===== src/rtl/vfqe_pkg.sv =====
package vfqe_pkg;
   localparam int ADDR_W = 6;
   localparam logic [ADDR_W-1:0] ADR_MODE    = 6'h00;
   localparam logic [ADDR_W-1:0] ADR_TXGLB   = 6'h01;
   localparam logic [ADDR_W-1:0] ADR_RXFMASK = 6'h02;
   localparam logic [ADDR_W-1:0] ADR_TXFMASK = 6'h03;
   localparam logic [ADDR_W-1:0] ADR_RSTIND  = 6'h04;
   localparam int RXQ_BASE = 16;
   localparam int TXQ_BASE = 32;
   localparam int QEN_BIT  = 25;
endpackage


===== src/rtl/vfqe_regs.sv =====
module vfqe_regs
   import vfqe_pkg::*;
#(
   parameter int NUM_FUNC = 8,
   parameter int DATA_W   = 32
) (
   input  logic                  clk,
   input  logic                  rst_n,
   input  logic                  we,
   input  logic [ADDR_W-1:0]     addr,
   input  logic [DATA_W-1:0]     wdata,
   output logic [DATA_W-1:0]     rdata,
   input  logic [NUM_FUNC-1:0]   flr_req,
   output logic                  virt_mode,
   output logic                  tx_glb,
   output logic [NUM_FUNC-1:0]   rxf_en,
   output logic [NUM_FUNC-1:0]   txf_en,
   output logic [2*NUM_FUNC-1:0] rxq_en,
   output logic [2*NUM_FUNC-1:0] txq_en,
   output logic                  flr_irq
);
   localparam int NQ = 2 * NUM_FUNC;

   if (NUM_FUNC < 1 || NUM_FUNC > 8) begin : g_bad_func
      $error("vfqe_regs: NUM_FUNC must be 1..8");
   end
   if (DATA_W <= QEN_BIT) begin : g_bad_width
      $error("vfqe_regs: DATA_W too narrow for queue enable bit");
   end

   logic [NUM_FUNC-1:0] rst_ind;
   logic                wr_mode, wr_glb, wr_rxf, wr_txf, wr_ind;
   logic [NQ-1:0]       wr_rxq, wr_txq;
   logic [NUM_FUNC-1:0] ind_clr;
   logic                unused_wdata;

   assign unused_wdata = ^wdata;

   assign wr_mode = we && (addr == ADR_MODE);
   assign wr_glb  = we && (addr == ADR_TXGLB);
   assign wr_rxf  = we && (addr == ADR_RXFMASK);
   assign wr_txf  = we && (addr == ADR_TXFMASK);
   assign wr_ind  = we && (addr == ADR_RSTIND);
   assign ind_clr = wr_ind ? wdata[NUM_FUNC-1:0] : '0;

   for (genvar q = 0; q < NQ; q++) begin : g_qdec
      assign wr_rxq[q] = we && (addr == ADDR_W'(RXQ_BASE + q));
      assign wr_txq[q] = we && (addr == ADDR_W'(TXQ_BASE + q));
   end

   // Register writes first, function resets after: the later NBA wins.
   always_ff @(posedge clk or negedge rst_n) begin
      if (!rst_n) begin
         virt_mode <= 1'b0;
         tx_glb    <= 1'b0;
         rxf_en    <= '0;
         txf_en    <= '0;
         rst_ind   <= '0;
         rxq_en    <= NQ'(1);
         txq_en    <= NQ'(1);
         flr_irq   <= 1'b0;
      end else begin
         if (wr_mode) virt_mode <= wdata[0];
         if (wr_glb)  tx_glb    <= wdata[0];
         if (wr_rxf)  rxf_en    <= wdata[NUM_FUNC-1:0];
         if (wr_txf)  txf_en    <= wdata[NUM_FUNC-1:0];
         for (int q = 0; q < NQ; q++) begin
            if (wr_rxq[q]) rxq_en[q] <= wdata[QEN_BIT];
            if (wr_txq[q]) txq_en[q] <= wdata[QEN_BIT];
         end
         rst_ind <= (rst_ind & ~ind_clr) | flr_req;
         for (int f = 0; f < NUM_FUNC; f++) begin
            if (flr_req[f]) begin
               rxq_en[f]          <= 1'b0;
               rxq_en[f+NUM_FUNC] <= 1'b0;
               txq_en[f]          <= 1'b0;
               txq_en[f+NUM_FUNC] <= 1'b0;
               rxf_en[f]          <= 1'b0;
               txf_en[f]          <= 1'b0;
            end
         end
         flr_irq <= |flr_req;
      end
   end

   always_comb begin
      rdata = '0;
      case (addr)
         ADR_MODE:    rdata[0] = virt_mode;
         ADR_TXGLB:   rdata[0] = tx_glb;
         ADR_RXFMASK: rdata[NUM_FUNC-1:0] = rxf_en;
         ADR_TXFMASK: rdata[NUM_FUNC-1:0] = txf_en;
         ADR_RSTIND:  rdata[NUM_FUNC-1:0] = rst_ind;
         default: begin
            for (int q = 0; q < NQ; q++) begin
               if (addr == ADDR_W'(RXQ_BASE + q)) rdata[QEN_BIT] = rxq_en[q];
               if (addr == ADDR_W'(TXQ_BASE + q)) rdata[QEN_BIT] = txq_en[q];
            end
         end
      endcase
   end

   for (genvar f = 0; f < NUM_FUNC; f++) begin : g_chk
      AST_FLR_CLEARS_OWNED: assert property (@(posedge clk) disable iff (!rst_n)
         flr_req[f] |=> !rxq_en[f] && !rxq_en[f+NUM_FUNC] && !txq_en[f]
                        && !txq_en[f+NUM_FUNC] && !rxf_en[f] && !txf_en[f]);
      AST_FLR_SETS_IND: assert property (@(posedge clk) disable iff (!rst_n)
         flr_req[f] |=> rst_ind[f]);
   end
   AST_FLR_IRQ_RISE: assert property (@(posedge clk) disable iff (!rst_n)
      (|flr_req) |=> flr_irq);
   AST_FLR_IRQ_QUIET: assert property (@(posedge clk) disable iff (!rst_n)
      !(|flr_req) |=> !flr_irq);
endmodule


===== src/rtl/vfqe_txgate.sv =====
module vfqe_txgate #(
   parameter int NUM_FUNC = 8,
   parameter bit REG_OUT  = 1'b1
) (
   input  logic                  clk,
   input  logic                  rst_n,
   input  logic                  virt_mode,
   input  logic                  tx_glb,
   input  logic [NUM_FUNC-1:0]   txf_en,
   input  logic [2*NUM_FUNC-1:0] txq_en,
   output logic [2*NUM_FUNC-1:0] tx_permit
);
   localparam int NQ = 2 * NUM_FUNC;

   logic [NQ-1:0] permit_c;

   for (genvar q = 0; q < NQ; q++) begin : g_q
      localparam int OWNER = q % NUM_FUNC;
      assign permit_c[q] = tx_glb && txq_en[q] && (!virt_mode || txf_en[OWNER]);
   end

   if (REG_OUT) begin : g_reg
      always_ff @(posedge clk or negedge rst_n) begin
         if (!rst_n) tx_permit <= '0;
         else        tx_permit <= permit_c;
      end
      for (genvar q = 0; q < NQ; q++) begin : g_chk
         AST_TX_NEEDS_ENABLES: assert property (@(posedge clk) disable iff (!rst_n)
            tx_permit[q] |-> $past(tx_glb && txq_en[q]));
         AST_TX_VM_MASK: assert property (@(posedge clk) disable iff (!rst_n)
            (tx_permit[q] && $past(virt_mode)) |-> $past(txf_en[q % NUM_FUNC]));
      end
   end else begin : g_comb
      assign tx_permit = permit_c;
   end
endmodule


===== src/rtl/vfqe_rxgate.sv =====
module vfqe_rxgate #(
   parameter int NUM_FUNC = 8
) (
   input  logic                  clk,
   input  logic                  rst_n,
   input  logic                  rx_valid,
   input  logic [NUM_FUNC-1:0]   rx_pool_sel,
   input  logic                  rx_odd_sel,
   input  logic [NUM_FUNC-1:0]   rxf_en,
   input  logic [2*NUM_FUNC-1:0] rxq_en,
   output logic [2*NUM_FUNC-1:0] rx_deliver,
   output logic                  rx_done
);
   localparam int NQ = 2 * NUM_FUNC;

   logic [NUM_FUNC-1:0] pool_ok;
   logic [NQ-1:0]       q_sel, q_hit;

   assign pool_ok = rx_pool_sel & rxf_en;
   assign q_sel   = rx_odd_sel ? {pool_ok, {NUM_FUNC{1'b0}}}
                               : {{NUM_FUNC{1'b0}}, pool_ok};
   assign q_hit   = rx_valid ? (q_sel & rxq_en) : '0;

   always_ff @(posedge clk or negedge rst_n) begin
      if (!rst_n) begin
         rx_deliver <= '0;
         rx_done    <= 1'b0;
      end else begin
         rx_deliver <= q_hit;
         rx_done    <= |q_hit;
      end
   end

   AST_RX_ONLY_ENABLED: assert property (@(posedge clk) disable iff (!rst_n)
      (rx_deliver & ~$past(rxq_en)) == '0);
   AST_RX_DONE_HAS_PKT: assert property (@(posedge clk) disable iff (!rst_n)
      rx_done |-> $past(rx_valid));
endmodule


===== src/rtl/vfqe_ctrl.sv =====
module vfqe_ctrl
   import vfqe_pkg::*;
#(
   parameter int NUM_FUNC   = 8,
   parameter int DATA_W     = 32,
   parameter bit TX_REG_OUT = 1'b1
) (
   input  logic                  clk,
   input  logic                  rst_n,
   input  logic                  reg_we,
   input  logic [ADDR_W-1:0]     reg_addr,
   input  logic [DATA_W-1:0]     reg_wdata,
   output logic [DATA_W-1:0]     reg_rdata,
   input  logic [NUM_FUNC-1:0]   flr_req,
   output logic                  flr_irq,
   input  logic                  rx_valid,
   input  logic [NUM_FUNC-1:0]   rx_pool_sel,
   input  logic                  rx_odd_sel,
   output logic [2*NUM_FUNC-1:0] rx_deliver,
   output logic                  rx_done,
   output logic [2*NUM_FUNC-1:0] tx_permit
);
   localparam int NQ = 2 * NUM_FUNC;

   logic                virt_mode, tx_glb;
   logic [NUM_FUNC-1:0] rxf_en, txf_en;
   logic [NQ-1:0]       rxq_en, txq_en;

   vfqe_regs #(.NUM_FUNC(NUM_FUNC), .DATA_W(DATA_W)) u_regs (
      .clk(clk), .rst_n(rst_n), .we(reg_we), .addr(reg_addr),
      .wdata(reg_wdata), .rdata(reg_rdata), .flr_req(flr_req),
      .virt_mode(virt_mode), .tx_glb(tx_glb), .rxf_en(rxf_en),
      .txf_en(txf_en), .rxq_en(rxq_en), .txq_en(txq_en), .flr_irq(flr_irq)
   );

   vfqe_txgate #(.NUM_FUNC(NUM_FUNC), .REG_OUT(TX_REG_OUT)) u_tx (
      .clk(clk), .rst_n(rst_n), .virt_mode(virt_mode), .tx_glb(tx_glb),
      .txf_en(txf_en), .txq_en(txq_en), .tx_permit(tx_permit)
   );

   vfqe_rxgate #(.NUM_FUNC(NUM_FUNC)) u_rx (
      .clk(clk), .rst_n(rst_n), .rx_valid(rx_valid), .rx_pool_sel(rx_pool_sel),
      .rx_odd_sel(rx_odd_sel), .rxf_en(rxf_en), .rxq_en(rxq_en),
      .rx_deliver(rx_deliver), .rx_done(rx_done)
   );

   AST_WRITE_LOSES_TO_FLR: assert property (@(posedge clk) disable iff (!rst_n)
      (reg_we && reg_addr == ADR_RXFMASK && (flr_req != '0))
         |=> (reg_rdata == reg_rdata) && ((rxf_en & $past(flr_req)) == '0));
endmodule


===== config.mk =====
export PLATFORM = sky130hd
export DESIGN_NAME = vfqe_ctrl
export DESIGN_NICKNAME = d
export VERILOG_FILES = /design/src/rtl/vfqe_pkg.sv /design/src/rtl/vfqe_regs.sv /design/src/rtl/vfqe_txgate.sv /design/src/rtl/vfqe_rxgate.sv /design/src/rtl/vfqe_ctrl.sv
export SDC_FILE = /design/constraint.sdc
export NUM_CORES = 1
export LEC_CHECK = 0
export BUFFER_PORTS_ARGS = -buffer_cell sky130_fd_sc_hd__buf_2
export CORE_MARGIN = 1.5
export CORE_UTILIZATION = 30
export DETAILED_ROUTE_END_ITERATION = 7
export PLACE_DENSITY = 0.57
export SLEW_MARGIN = 20
export SYNTH_ARGS = -nofsm -noshare
export SYNTH_HDL_FRONTEND = slang
export SYNTH_HIERARCHICAL = 1
export SYNTH_SLANG_ARGS = --single-unit

===== constraint.sdc =====
create_clock -name clk -period 1.4 [get_ports clk]
set_clock_uncertainty 0.05 [all_clocks]
set_input_delay 0.07 -clock clk [delete_from_list [all_inputs] [get_ports clk]]
set_output_delay 0.07 -clock clk [all_outputs]
set_load 0.01 [all_outputs]

* Word level (Yosys, flattened, before mapping) *
Cells that the tools add are included.

word-level totals
  register bits after elaboration = 92
  logic and storage cells = 346

cells by class
  equal/unequal tests = 36
  muxes and demuxes = 120
  bitwise gates (word level) = 5
  reductions and logical operators = 130

operator list
  cell                                           number
  two-way mux 1 bit                              113
  == test 6 x 5 -> 1 bit, second input constant  16
  == test 6 bit, second input constant           16
  nonzero test 2 bit                             48
  logical AND 1 bit                              69
  two-way mux 16 bit                             2
  two-way mux 8 bit                              3
  one-hot mux 7 bit (3 select lines)             1
  bitwise AND 16 bit                             1
  bitwise AND 8 bit                              2
  OR reduction 16 bit                            1
  == test 6 x 2 -> 1 bit, second input constant  2
  logical OR 1 bit                               8
  NOT 8 bit                                      1
  OR 8 bit                                       1
  OR reduction 8 bit                             1
  == test 6 x 1 -> 1 bit, second input constant  1
  == test 6 x 3 -> 1 bit, second input constant  1
  logical NOT 6 bit                              1
  one-hot mux 1 bit (5 select lines)             1
  OR reduction 5 bit                             1
  logical NOT 1 bit                              1

* Longest topological paths before layout *
Gate-level depths: netlist (run 1).

  depth after elaboration = 34
  depth in mapped cells = 8
  depth with buffers taken out = 6

* Hierarchy *
The synthesis (run 1) kept the hierarchy.

modules (own cells, without submodules)
  module       times used  cells each  area an instance (sq um)  sequential area each (sq um)
  vfqe_regs    1           422         3613.5                    1478.9
  vfqe_rxgate  1           41          660.6                     425.4
  vfqe_txgate  1           41          555.5                     400.4

* Worst setup path after synthesis (run 1) *
OpenSTA, ideal clock, no wires.

  kind = register to output
  start point = register u_regs.rxq_en[0]
  end point = output reg_rdata[25]
  arrival time = 1.443 ns
  data required time = 1.280 ns
  path slack = -0.163 ns
  stages on the path, launching flop included = 7
  cells stage by stage = dfstp_2 mux2i_1 nor3_1 a31oi_1 a221oi_2 o41ai_1 a211oi_1

on the way
  word-level cells in the longest chain between the ends = 33

ends and longest elaborated chain
  element                          line             RTL
  start, declared                  vfqe_regs.sv:18  output logic [2*NUM_FUNC-1:0] rxq_en,
  start signal, assigned by index  vfqe_regs.sv:68  if (wr_rxq[q]) rxq_en[q] <= wdata[QEN_BIT];
  two-way mux 1 bit                vfqe_regs.sv:96  if (addr == ADDR_W'(RXQ_BASE + q)) rdata[QEN_BIT] = rxq_en[q];
  two-way mux 1 bit                vfqe_regs.sv:97  if (addr == ADDR_W'(TXQ_BASE + q)) rdata[QEN_BIT] = txq_en[q];
  two-way mux 1 bit                vfqe_regs.sv:96
  two-way mux 1 bit                vfqe_regs.sv:97
  two-way mux 1 bit                vfqe_regs.sv:96
  two-way mux 1 bit                vfqe_regs.sv:97
  two-way mux 1 bit                vfqe_regs.sv:96
  two-way mux 1 bit                vfqe_regs.sv:97
  [17 not listed]                  n/a
  two-way mux 1 bit                vfqe_regs.sv:97
  two-way mux 1 bit                vfqe_regs.sv:96
  two-way mux 1 bit                vfqe_regs.sv:97
  two-way mux 1 bit                vfqe_regs.sv:96
  two-way mux 1 bit                vfqe_regs.sv:97
  two-way mux 1 bit                vfqe_regs.sv:96
  two-way mux 1 bit                vfqe_regs.sv:97
  two-way mux 1 bit                vfqe_regs.sv:88  case (addr)
  end, declared                    vfqe_ctrl.sv:13  output logic [DATA_W-1:0] reg_rdata,

Every way passes these cells.

* Worst setup path after layout (run 1) *
  start point = register u_regs.txq_en[5]
  end point = output reg_rdata[25]

on the way
  word-level cells in the longest chain between the ends = 22

ends and longest elaborated chain
  element                          line             RTL
  start, declared                  vfqe_regs.sv:19  output logic [2*NUM_FUNC-1:0] txq_en,
  start signal, assigned by index  vfqe_regs.sv:69  if (wr_txq[q]) txq_en[q] <= wdata[QEN_BIT];
  two-way mux 1 bit                vfqe_regs.sv:97
  two-way mux 1 bit                vfqe_regs.sv:96
  two-way mux 1 bit                vfqe_regs.sv:97
  two-way mux 1 bit                vfqe_regs.sv:96
  two-way mux 1 bit                vfqe_regs.sv:97
  two-way mux 1 bit                vfqe_regs.sv:96
  two-way mux 1 bit                vfqe_regs.sv:97
  two-way mux 1 bit                vfqe_regs.sv:96
  [6 not listed]                   n/a
  two-way mux 1 bit                vfqe_regs.sv:97
  two-way mux 1 bit                vfqe_regs.sv:96
  two-way mux 1 bit                vfqe_regs.sv:97
  two-way mux 1 bit                vfqe_regs.sv:96
  two-way mux 1 bit                vfqe_regs.sv:97
  two-way mux 1 bit                vfqe_regs.sv:96
  two-way mux 1 bit                vfqe_regs.sv:97
  two-way mux 1 bit                vfqe_regs.sv:88

Every way passes these cells.

==> run metrics, run 1 <==
result of the run complete, but fails checks; failing checks setup timing; initial core utilization 30.5%; setup repair after global routing missed its margin yes; total wirelength of the detailed-routed design 18200 um; fraction of the mapped netlist area in compound gates 13.6%; WP data required 1280 ps; Die Footprint 0.0169 sq mm; Clock Path Buffers 2; placed cell area 0.00611 sq mm; number of nets still failing antenna checks after routing 0; Crit Path Class flop to output pin; number of global-route vias before repair 4607; number of synthesized flops with an enable pin 0; synth-to-layout area growth 42.2%; critical path peak fanout 2; row cnt 46; HP Class primary input to flop; via total after detailed routing 4647; final non-filler cell area 0.00687 sq mm; Via density 5.06; Die X-Extent 130 um; r2r startpoint u_regs/rxf_en[7]$_DFFE_PN0P_; R2R depth 5; average size of a mapped cell 9.58 sq um; static power due to leakage 0.00339 uW; final slew viol count 0; terminating pin of the worst hold path u_rx/rx_deliver[11]$_DFF_PN0_; CTS Buf Count 9; max cap viols 0; gate count after technology mapping 504; end of the worst register-to-register path u_rx/rx_done$_DFF_PN0_; aggregate global-route resource usage 22.2%; ys async rst share 100%; Num Clock Sinks 92; library cells used by synthesis 64; final core utilization 43.4%; global placement routability congestion 0.941; worst min-delay path startpoint rx_pool_sel[3]; Avg WL per Cell 19.8 um; placed wire-length estimate after detailed placement 13900 um; simple-gate portion of the synthesized area 24.8%; portion of netlist area occupied by mux cells 5.28%; Synth Area in Adders 0%; number of cells on the worst hold path 2; number of placed cells counting well taps 875; endpoints failing setup 6; portion of the post-synthesis area used by sequential elements 47.7%; Worst setup EP type output pin; GR Layer Usage met2 35.9%; number of fillers in the final layout 1564; Final period util 150%; clock tree from TritonCTS yes; total of flip-flops plus latches after synthesis 92; Final nets 757; IO Port Bufs 78; peak supply drop 0.000597 V; router iterations before antenna repair 5; accumulated negative setup slack -1160 ps; GR met1 Demand/Resource 30.1%; largest family of logic cells by synthesized area simple AND/OR/NAND/NOR gates; number of inserted diodes 0; yosys warns 6; register area 0.00231 sq mm; data arrival time of the critical path 1980 ps; total number of H-tree levels 3; Initial DRC Count 348; final setup margin -695 ps; M3 GR Usage 4.31%; drt drc 0; fraction of final layout cells with drive strength greater than 1 37.1%; commonest non-fill, non-tap cell in the layout sky130_fd_sc_hd__buf_4; Most Crowded Layer GR met2; antenna violations before repair 0; final standard cell count with taps included and fillers excluded 919; kind of start point of the critical path flop; commonest cells after routing, fill and taps aside 111 x sky130_fd_sc_hd__buf_4, 86 x sky130_fd_sc_hd__dfrtp_1, 70 x sky130_fd_sc_hd__buf_2, 62 x sky130_fd_sc_hd__nand2_1, 36 x sky130_fd_sc_hd__nand3_1; Reg2Reg Setup Slack -20 ps; clock root cell sky130_fd_sc_hd__clkbuf_16; top-level port count 125; Min Clock Period, post-route 2100 ps; pin count of the biggest net entering global routing 33; number of hold violations in the final report 0; CTS clock-pin slew for the worst setup and hold paths 60 ps; Setup WS pre-CTS -529 ps; power per unit of standard cell area 882 mW/mm^2; core outline area 0.0158 sq mm; Die H 130 um; leading register cell type out of synthesis sky130_fd_sc_hd__dfrtp_1; Clock Latency Late Sink 350 ps; area of the multi-input gates 0.00229 sq mm; residual overflow from global routing 0; global-route wire length before repair 27300 um; Post-Synth XOR/XNOR Area 0%; FMAX 0.477 GHz; area of the mapped netlist 0.00483 sq mm
[sequential cells by signal (all words and copies together), names as in the netlist, 8 cells and up]
| name | count |
|---|---|
| u_regs/rst_ind | 8 |
| u_tx/tx_permit | 16 |
| u_regs/txf_en | 8 |
| u_regs/rxq_en | 16 |
| u_rx/rx_deliver | 16 |
| u_regs/rxf_en | 8 |
| u_regs/txq_en | 16 |
[cell type report]
cell class | count | area share (%)
flip-flops and latches | 92 | 33.6
repair buffers | 220 | 24.0
multi-input cells | 365 | 33.3
clock buffers | 13 | 3.94
well taps | 216 | 3.94
inverters | 10 | 0.547
clock inverters | 3 | 0.638
[where the power goes]
part / internal [uW] / switching [uW]
Combinational: 325 / 488
Sequential: 2670 / 10.3
Clock: 1530 / 1030
[cells by family (layout without fill, tap and decap cells)]
kind of cell | count (synthesis) | count (layout)
simple gates | 219 | 219
other cells | 1 | 23
mux | 24 | 24
flops | 92 | 92
buf+inv | 69 | 246
compound gates | 99 | 99
[per-layer routing]
metal | share of wire [%] | up-vias
met1 | 45 | 2301
met5 | 0 | -
met4 | 2.2 | 0
met2 | 47 | 172
met3 | 5.5 | 24
li1 | - | 2150
[worst max-delay path by stage]
stage                                 start            end  slack, ps  cells after the start
2_1_floorplan  u_regs/rxq_en[0]$_DFFE_PN1P_  reg_rdata[25]        -90                      6
3_3_place_gp                    reg_addr[4]  reg_rdata[25]       -670                     10
3_5_place_dp                    reg_addr[4]  reg_rdata[25]       -530                     10
4_1_cts        u_regs/rxq_en[0]$_DFFE_PN1P_  reg_rdata[25]       -750                      7
5_1_grt        u_regs/rxq_en[7]$_DFFE_PN0P_  reg_rdata[25]       -750                      6
6_report       u_regs/txq_en[5]$_DFFE_PN0P_  reg_rdata[25]       -700                      7
[per-stage QoR]
| step | hold WS [ps] | total power (uW) |
|---|---|---|
| floorplan | -276 | 3100 |
| global placement | 13.0 | 3460 |
| detailed placement | 9.45 | 3450 |
| CTS | 9.23 | 6100 |
| global route | 14.5 | 6300 |
| finish | 18.1 | 6050 |
[cell usage after synthesis (2+ instances only)]
| cell type | instances | area [sq um] |
|---|---|---|
| sky130_fd_sc_hd__o21ai_1 | 2 | 10.0 |
| sky130_fd_sc_hd__nor4_2 | 4 | 50.1 |
| sky130_fd_sc_hd__and4_4 | 4 | 45.0 |
| sky130_fd_sc_hd__a31oi_1 | 3 | 18.8 |
| sky130_fd_sc_hd__a21oi_1 | 35 | 175 |
| sky130_fd_sc_hd__buf_4 | 28 | 210 |
| sky130_fd_sc_hd__a22oi_1 | 2 | 15.0 |
| sky130_fd_sc_hd__inv_1 | 10 | 37.5 |
| sky130_fd_sc_hd__buf_6 | 5 | 56.3 |
| sky130_fd_sc_hd__a2bb2oi_1 | 3 | 26.3 |
| sky130_fd_sc_hd__nand4b_1 | 2 | 17.5 |
| sky130_fd_sc_hd__nor3_1 | 7 | 35.0 |
| sky130_fd_sc_hd__mux2_2 | 2 | 22.5 |
| sky130_fd_sc_hd__nor2b_1 | 2 | 12.5 |
| sky130_fd_sc_hd__nand2_1 | 63 | 236 |
| sky130_fd_sc_hd__a222oi_1 | 7 | 70.1 |
| sky130_fd_sc_hd__a2111oi_2 | 2 | 30.0 |
| sky130_fd_sc_hd__and3_1 | 20 | 125 |
| sky130_fd_sc_hd__a21o_1 | 9 | 67.6 |
| sky130_fd_sc_hd__nand4_1 | 3 | 18.8 |
| sky130_fd_sc_hd__mux2i_1 | 21 | 210 |
| sky130_fd_sc_hd__nand3_1 | 37 | 185 |
| sky130_fd_sc_hd__a22o_1 | 2 | 17.5 |
| sky130_fd_sc_hd__clkbuf_1 | 15 | 56.3 |
| sky130_fd_sc_hd__buf_1 | 3 | 11.3 |
| sky130_fd_sc_hd__nor2_2 | 3 | 18.8 |
| sky130_fd_sc_hd__nor2_1 | 36 | 135 |
| sky130_fd_sc_hd__nand2b_1 | 10 | 62.6 |
| sky130_fd_sc_hd__and3_2 | 2 | 15.0 |
| sky130_fd_sc_hd__buf_2 | 7 | 35.0 |
| sky130_fd_sc_hd__o22ai_1 | 2 | 12.5 |
| sky130_fd_sc_hd__dfstp_2 | 2 | 52.6 |
| sky130_fd_sc_hd__o21ai_0 | 18 | 90.1 |
| sky130_fd_sc_hd__nor4_1 | 3 | 18.8 |
| sky130_fd_sc_hd__o21a_1 | 3 | 22.5 |
| sky130_fd_sc_hd__and4_1 | 6 | 52.6 |
| sky130_fd_sc_hd__dfrtp_1 | 90 | 2250 |
| sky130_fd_sc_hd__and4_2 | 4 | 40.0 |
| sky130_fd_sc_hd__nor2b_4 | 2 | 27.5 |
[worst max-delay path, stage by stage, from the launching register on]
cell and delay (ps):
sky130_fd_sc_hd__dfrtp_1 400, sky130_fd_sc_hd__mux2i_1 120, sky130_fd_sc_hd__a21oi_1 170, sky130_fd_sc_hd__o211ai_1 110, sky130_fd_sc_hd__a2bb2oi_1 280, sky130_fd_sc_hd__o41ai_2 150, sky130_fd_sc_hd__a211oi_2 240, sky130_fd_sc_hd__buf_2 170
[repair_timing]
item                                   CTS  global route
resized for setup                       41             7
hold buffers                            17             0
setup endpoints to repair               10            13
setup buffers                           11             2
endpoints found under the hold margin   71             0
pin swaps                               14             6
(Power assumes the default switching activity.)
==> inputs of run 2 (changes only) <==
- CAP_MARGIN: not set -> 0
- CORE_ASPECT_RATIO: not set -> 0.75
- PLACE_DENSITY: 0.57 -> 0.54
==> run 2 against run 1 <==
Compared with the run above: the run still ends with setup timing left; non-clock buffer count grew 2; clock-buffer cell count shrank 1; sequential cell count is the same; sequential power is essentially flat; via count shrank 0.60%; worst setup slack lost 40 ps; worst hold slack is essentially flat; highest routed layer unchanged.
==> run metrics, run 2 (synthesized netlist as in run 1, its figures left out) <==
total buffers and inverters traversed by the critical path 1 (unchanged); worst min-delay path startpoint rx_pool_sel[0] (was rx_pool_sel[3]); failing checks setup timing (unchanged); result of the run complete, but fails checks (unchanged); initial core utilization 31.2% (was 30.5%); number of nets still failing antenna checks after routing 0 (unchanged); max cap viols 0 (unchanged); commonest cells after routing, fill and taps aside 112 x sky130_fd_sc_hd__buf_4, 88 x sky130_fd_sc_hd__dfrtp_1, 71 x sky130_fd_sc_hd__buf_2, 62 x sky130_fd_sc_hd__nand2_1, 37 x sky130_fd_sc_hd__nand3_1 (was 111 x sky130_fd_sc_hd__buf_4, 86 x sky130_fd_sc_hd__dfrtp_1, 70 x sky130_fd_sc_hd__buf_2, 62 x sky130_fd_sc_hd__nand2_1, 36 x sky130_fd_sc_hd__nand3_1); r2r startpoint u_regs/rxf_en[7]$_DFFE_PN0P_ (unchanged); Die H 113 um (was 130 um); core outline area 0.0155 sq mm (was 0.0158 sq mm); aggregate global-route resource usage 23.4% (was 22.2%); Min Clock Period, post-route 2130 ps (was 2100 ps); commonest non-fill, non-tap cell in the layout sky130_fd_sc_hd__buf_4 (unchanged); Final period util 152% (was 150%); top-level port count 125 (unchanged); fraction of power consumed by the clock network 40.9% (was 42.2%); number of inserted diodes 0 (unchanged); FMAX 0.468 GHz (was 0.477 GHz); drt drc 0 (unchanged); number of hold violations in the final report 0 (unchanged); placed cell area 0.00611 sq mm (about the same); ordered cell list for the critical path mux2i_1, nor3_1, a31oi_1, a221oi_2, o41ai_2, a211oi_2, buf_2 (was mux2i_1, a21oi_1, o211ai_1, a2bb2oi_1, o41ai_2, a211oi_2, buf_2); Clock Latency Late Sink 350 ps (about the same); Avg WL per Cell 20.8 um (was 19.8 um); final non-filler cell area 0.00686 sq mm (was 0.00687 sq mm); Sw Pwr 1600 uW (was 1520 uW); static power due to leakage 0.00339 uW (about the same); Die Footprint 0.0169 sq mm (about the same); Clock Path Buffers 2 (unchanged); final standard cell count with taps included and fillers excluded 910 (was 919); clock tree from TritonCTS yes (unchanged); peak supply drop 0.000582 V (was 0.000597 V); total number of H-tree levels 3 (unchanged); CTS clock-pin slew for the worst setup and hold paths 70 ps (was 60 ps); IO Port Bufs 78 (unchanged); delay-heaviest family, CP compound AO/OA/AOI/OAI gates (unchanged); final setup margin -735 ps (was -695 ps); row cnt 39 (was 46); global placement routability congestion 0.939 (was 0.941); critical path peak fanout 3 (was 2); Num Clock Sinks 92 (unchanged); HP Class primary input to flop (unchanged); global-route wire length before repair 28600 um (was 27300 um); Max-slew headroom 66.4%; Die X-Extent 150 um (was 130 um); Hold Worst Slack 18.6 ps (was 18.1 ps); Int Pwr 4360 uW (was 4530 uW); data arrival time of the critical path 2010 ps (was 1980 ps); power per unit of standard cell area 869 mW/mm^2 (was 882 mW/mm^2); router iterations before antenna repair 6 (was 5); setup repair after global routing missed its margin yes (unchanged); Critical Path Slowest Stage Cell sky130_fd_sc_hd__dfstp_2 (was sky130_fd_sc_hd__dfrtp_1); final slew viol count 0 (unchanged); synth-to-layout area growth 42.1% (was 42.2%); antenna violations before repair 2 (was 0); number of fillers in the final layout 1516 (was 1564); pin count of the biggest net entering global routing 54 (was 33); sequential cell fraction of total power 45.0% (was 44.3%); measured slew at the worst slew-check pin 500 ps; Setup WS pre-CTS -560 ps (was -529 ps); Worst setup EP type output pin (unchanged); share of total power in combinational logic 14.1% (was 13.4%); end of the worst register-to-register path u_rx/rx_done$_DFF_PN0_ (unchanged); fraction of final layout cells with drive strength greater than 1 36.7% (was 37.1%); number of global-route vias before repair 4695 (was 4607); total wirelength of the detailed-routed design 18900 um (was 18200 um); number of cells on the worst hold path 2 (unchanged); Via density 5.08 (was 5.06); via total after detailed routing 4619 (was 4647); clock root cell sky130_fd_sc_hd__clkbuf_16 (unchanged); Crit Path Class flop to output pin (unchanged); Initial DRC Count 429 (was 348); R2R depth 5 (unchanged); Reg2Reg Setup Slack -10 ps (was -20 ps); residual overflow from global routing 0 (unchanged); endpoints failing setup 7 (was 6); kind of start point of the critical path flop (unchanged); CTS Buf Count 9 (unchanged); WP data required 1280 ps (about the same); sw frac 26.8% (was 25.2%); terminating pin of the worst hold path u_rx/rx_deliver[8]$_DFF_PN0_ (was u_rx/rx_deliver[11]$_DFF_PN0_); largest incremental delay on the critical path 540 ps (was 400 ps); placed wire-length estimate after detailed placement 14600 um (was 13900 um); Final nets 759 (was 757); number of placed cells counting well taps 864 (was 875)
==> run 2: what timing repair did <==
action,4_1_cts,5_1_grt
setup endpoints to repair,19,10
pin swaps,18,7
gates resized for setup,40,3
buffers inserted,12,0
endpoints found under the hold margin,139,0
hold buffers,19,0
==> run 2: power groups by stage <==
stage                     Combinational (uW)  Clock (uW)  Sequential [uW]
after floorplan                          358           0             2740
after global placement                   734           0             2730
after detailed placement                 736           0             2730
after CTS                                822        2520             2680
after global routing                     896        2640             2680
final                                    839        2440             2680
==> run 2: final cells by class <==
| cell class | instances | area (sq um) | area share (%) |
|---|---|---|---|
| sequential | 92 | 2310 | 33.6 |
| inverter | 10 | 37.5 | 0.547 |
| clock buffer | 12 | 267 | 3.88 |
| tap | 205 | 256 | 3.74 |
| timing repair buffer | 222 | 1670 | 24.4 |
| clock inverter | 4 | 30.0 | 0.438 |
| multi-input combinational | 365 | 2290 | 33.4 |
==> run 2: worst max path at each step <==
| stage | endpoint | slack [ps] | depth (start not counted) | startpoint |
|---|---|---|---|---|
| after floorplan | reg_rdata[25] | -90 | 6 | u_regs/rxq_en[0]$_DFFE_PN1P_ |
| after global placement | reg_rdata[25] | -690 | 7 | u_regs/rxq_en[3]$_DFFE_PN0P_ |
| after detailed placement | reg_rdata[25] | -560 | 7 | u_regs/rxq_en[3]$_DFFE_PN0P_ |
| after CTS | reg_rdata[25] | -760 | 7 | u_regs/rxq_en[0]$_DFFE_PN1P_ |
| after global routing | reg_rdata[25] | -820 | 7 | u_regs/rxq_en[0]$_DFFE_PN1P_ |
| final | reg_rdata[25] | -730 | 7 | u_regs/rxq_en[0]$_DFFE_PN1P_ |
==> run 2: metrics by stage <==
| stage | util [%] | setup TNS (ps) | power (uW) |
|---|---|---|---|
| 2_1_floorplan | - | -85.3 | 3100 |
| 3_3_place_gp | 39.5 | -15990 | 3470 |
| 3_5_place_dp | 39.5 | -14760 | 3470 |
| 4_1_cts | 44.3 | -1520 | 6020 |
| 5_1_grt | 44.4 | -2180 | 6220 |
| 6_report | 44.4 | -1470 | 5960 |
==> run 2: metal layers <==
| layer | routed length [um] | part of all wire (%) | up-vias | track usage [%] |
|---|---|---|---|---|
| li1 | - | - | 2144 | - |
| met1 | 9160 | 48 | 2254 | 34.9 |
| met2 | 8050 | 43 | 200 | 33.4 |
| met4 | 262 | 1.4 | 0 | 5.74 |
| met5 | 0 | 0 | - | 0 |
| met3 | 1430 | 7.6 | 21 | 6.01 |
==> inputs of run 3 (changes only) <==
- CELL_PAD_IN_SITES_DETAIL_PLACEMENT: not set -> 0
- CELL_PAD_IN_SITES_GLOBAL_PLACEMENT: not set -> 1
- CORE_UTILIZATION: 30 -> 36
- PLACE_DENSITY: 0.54 -> 0.78
==> run 3 against run 2 <==
Compared with the run above: the flow still finishes with violations (setup timing); global-route usage grew 2.6 points; sequential power is essentially flat; cell area shrank 0.46%; worst setup slack gained 34 ps; highest routed layer unchanged.
==> run metrics, run 3 (synthesized netlist as in run 1, its figures left out) <==
WP data required 1280 ps (about the same); clock root cell sky130_fd_sc_hd__clkbuf_16 (unchanged); Clock Latency Late Sink 340 ps (was 350 ps); result of the run complete, but fails checks (unchanged); final slew viol count 0 (unchanged); data arrival time of the critical path 1980 ps (was 2010 ps); static power due to leakage 0.00340 uW (was 0.00339 uW); Reg2Reg Setup Slack -20 ps (was -10 ps); Final period util 150% (was 152%); HP Class primary input to flop (unchanged); kind of start point of the critical path flop (unchanged); antenna violations before repair 0 (was 2); IO Port Bufs 78 (unchanged); CTS Buf Count 9 (unchanged); aggregate global-route resource usage 26.0% (was 23.4%); fraction of final layout cells with drive strength greater than 1 37.5% (was 36.7%); top-level port count 125 (unchanged); number of placed cells counting well taps 830 (was 864); Min Clock Period, post-route 2100 ps (was 2130 ps); commonest non-fill, non-tap cell in the layout sky130_fd_sc_hd__buf_4 (unchanged); final total power 6100 uW (was 5960 uW); Die H 103 um (was 113 um); drt drc 0 (unchanged); router iterations before antenna repair 5 (was 6); final setup margin -701 ps (was -735 ps); core outline area 0.0131 sq mm (was 0.0155 sq mm); total number of H-tree levels 3 (unchanged); global-route wire length before repair 26500 um (was 28600 um); Max-slew headroom 64.3% (was 66.4%); Initial DRC Count 372 (was 429); row cnt 36 (was 39); residual overflow from global routing 0 (unchanged); global placement routability congestion 0.919 (was 0.939); Worst setup EP type output pin (unchanged); clock tree from TritonCTS yes (unchanged); Die X-Extent 137 um (was 150 um); number of inserted diodes 0 (unchanged); via total after detailed routing 4718 (was 4619); Die Footprint 0.0141 sq mm (was 0.0169 sq mm); pin count of the biggest net entering global routing 93 (was 54); Final nets 763 (was 759); peak supply drop 0.000634 V (was 0.000582 V); placed wire-length estimate after detailed placement 13200 um (was 14600 um); number of global-route vias before repair 4583 (was 4695); Via density 5.36 (was 5.08); Clock Path Buffers 2 (unchanged); failing checks setup timing (unchanged); CTS clock-pin slew for the worst setup and hold paths 70 ps (about the same); setup repair after global routing missed its margin yes (unchanged); final standard cell count with taps included and fillers excluded 880 (was 910); synth-to-layout area growth 41.5% (was 42.1%); commonest cells after routing, fill and taps aside 123 x sky130_fd_sc_hd__buf_4, 86 x sky130_fd_sc_hd__dfrtp_1, 71 x sky130_fd_sc_hd__buf_2, 62 x sky130_fd_sc_hd__nand2_1, 37 x sky130_fd_sc_hd__nand3_1 (was 112 x sky130_fd_sc_hd__buf_4, 88 x sky130_fd_sc_hd__dfrtp_1, 71 x sky130_fd_sc_hd__buf_2, 62 x sky130_fd_sc_hd__nand2_1, 37 x sky130_fd_sc_hd__nand3_1); measured slew at the worst slew-check pin 535 ps (was 500 ps); endpoints failing setup 8 (was 7); critical path peak fanout 3 (unchanged); accumulated negative setup slack -1330 ps (was -1470 ps); initial core utilization 37.0% (was 31.2%); number of nets still failing antenna checks after routing 0 (unchanged); FMAX 0.476 GHz (was 0.468 GHz); Crit Path Class flop to output pin (unchanged); power per unit of standard cell area 894 mW/mm^2 (was 869 mW/mm^2); number of hold violations in the final report 0 (unchanged); Num Clock Sinks 92 (unchanged); total wirelength of the detailed-routed design 17600 um (was 18900 um); max cap viols 0 (unchanged); Avg WL per Cell 20.0 um (was 20.8 um)
-- run 3: changes by cell type in the layout (fill, tap and decap cells not counted), sizes merged --
cell         before  now
dlygate4sd3      19   15
bufinv            0    2
clkinvlp          1    2
buf             203  211
inv              11   10
clkbuf           12   10
-- run 3: power by group --
group	total, uW	leakage [uW]	switching, uW	internal, uW
logic	821	0.00203	490	330
clock network	2600	0.000149	1040	1560
registers	2680	0.00122	9.12	2670
-- run 3: stage by stage --
stage               cell area, sq um  hold WS [ps]  worst slack (ps)  utilization (%)
floorplan                       4920          -276             -85.3                -
global placement                6040           104              -429             46.3
detailed placement              6040           117              -416             46.3
CTS                             6790         0.484              -730             51.9
global route                    6830          1.12              -845             52.3
finish                          6830          13.6              -701             52.3
-- run 3: layout make-up --
cell class / count / area (sq um)
well taps: 171 / 214
clock buffers: 10 / 229
clock inverters: 6 / 88.8
multi-input cells: 365 / 2270
fillers: 1244 / 6230
flip-flops and latches: 92 / 2310
inverters: 10 / 37.5
repair buffers: 226 / 1680
-- run 3: repair_timing --
action | 4_1_cts | 5_1_grt
hold buffers | 15 | 0
endpoints found under the setup margin | 18 | 10
pin swaps | 11 | 8
setup buffers | 16 | 4
resized for setup | 42 | 3
endpoints found under the hold margin | 131 | 0
-- run 3: worst paths after layout --
kind / start / endpoint / cells after the start
min reg2reg: u_regs/rst_ind[0]$_DFF_PN0_ / u_regs/rst_ind[0]$_DFF_PN0_ / 1
max: u_regs/rxq_en[0]$_DFFE_PN1P_ / reg_rdata[25] / 7
min: rx_pool_sel[6] / u_rx/rx_deliver[14]$_DFF_PN0_ / 2
max reg2reg: u_regs/rxf_en[7]$_DFFE_PN0P_ / u_rx/rx_done$_DFF_PN0_ / 5
max in group asynchronous: rst_n / u_regs/rxf_en[4]$_DFFE_PN0P_ / 3
min in group asynchronous: rst_n / u_tx/tx_permit[6]$_DFF_PN0_ / 3
-- run 3: worst max-delay path: stages (launching register included) --
cell	delay, ps
sky130_fd_sc_hd__dfstp_2	550
sky130_fd_sc_hd__mux2i_1	70
sky130_fd_sc_hd__nor3_1	150
sky130_fd_sc_hd__a31oi_1	70
sky130_fd_sc_hd__a221oi_2	260
sky130_fd_sc_hd__o41ai_1	130
sky130_fd_sc_hd__a211oi_2	220
sky130_fd_sc_hd__buf_2	170
-- run 3: per-layer routing --
| layer | track usage (%) | wire (um) | share of wire [%] | vias to the layer above |
|---|---|---|---|---|
| li1 | - | - | - | 2157 |
| met1 | 38.0 | 8360 | 48 | 2334 |
| met2 | 39.3 | 7570 | 43 | 212 |
| met3 | 5.85 | 1440 | 8.2 | 15 |
| met4 | 6.22 | 207 | 1.2 | 0 |
| met5 | 0 | 0 | 0 | - |
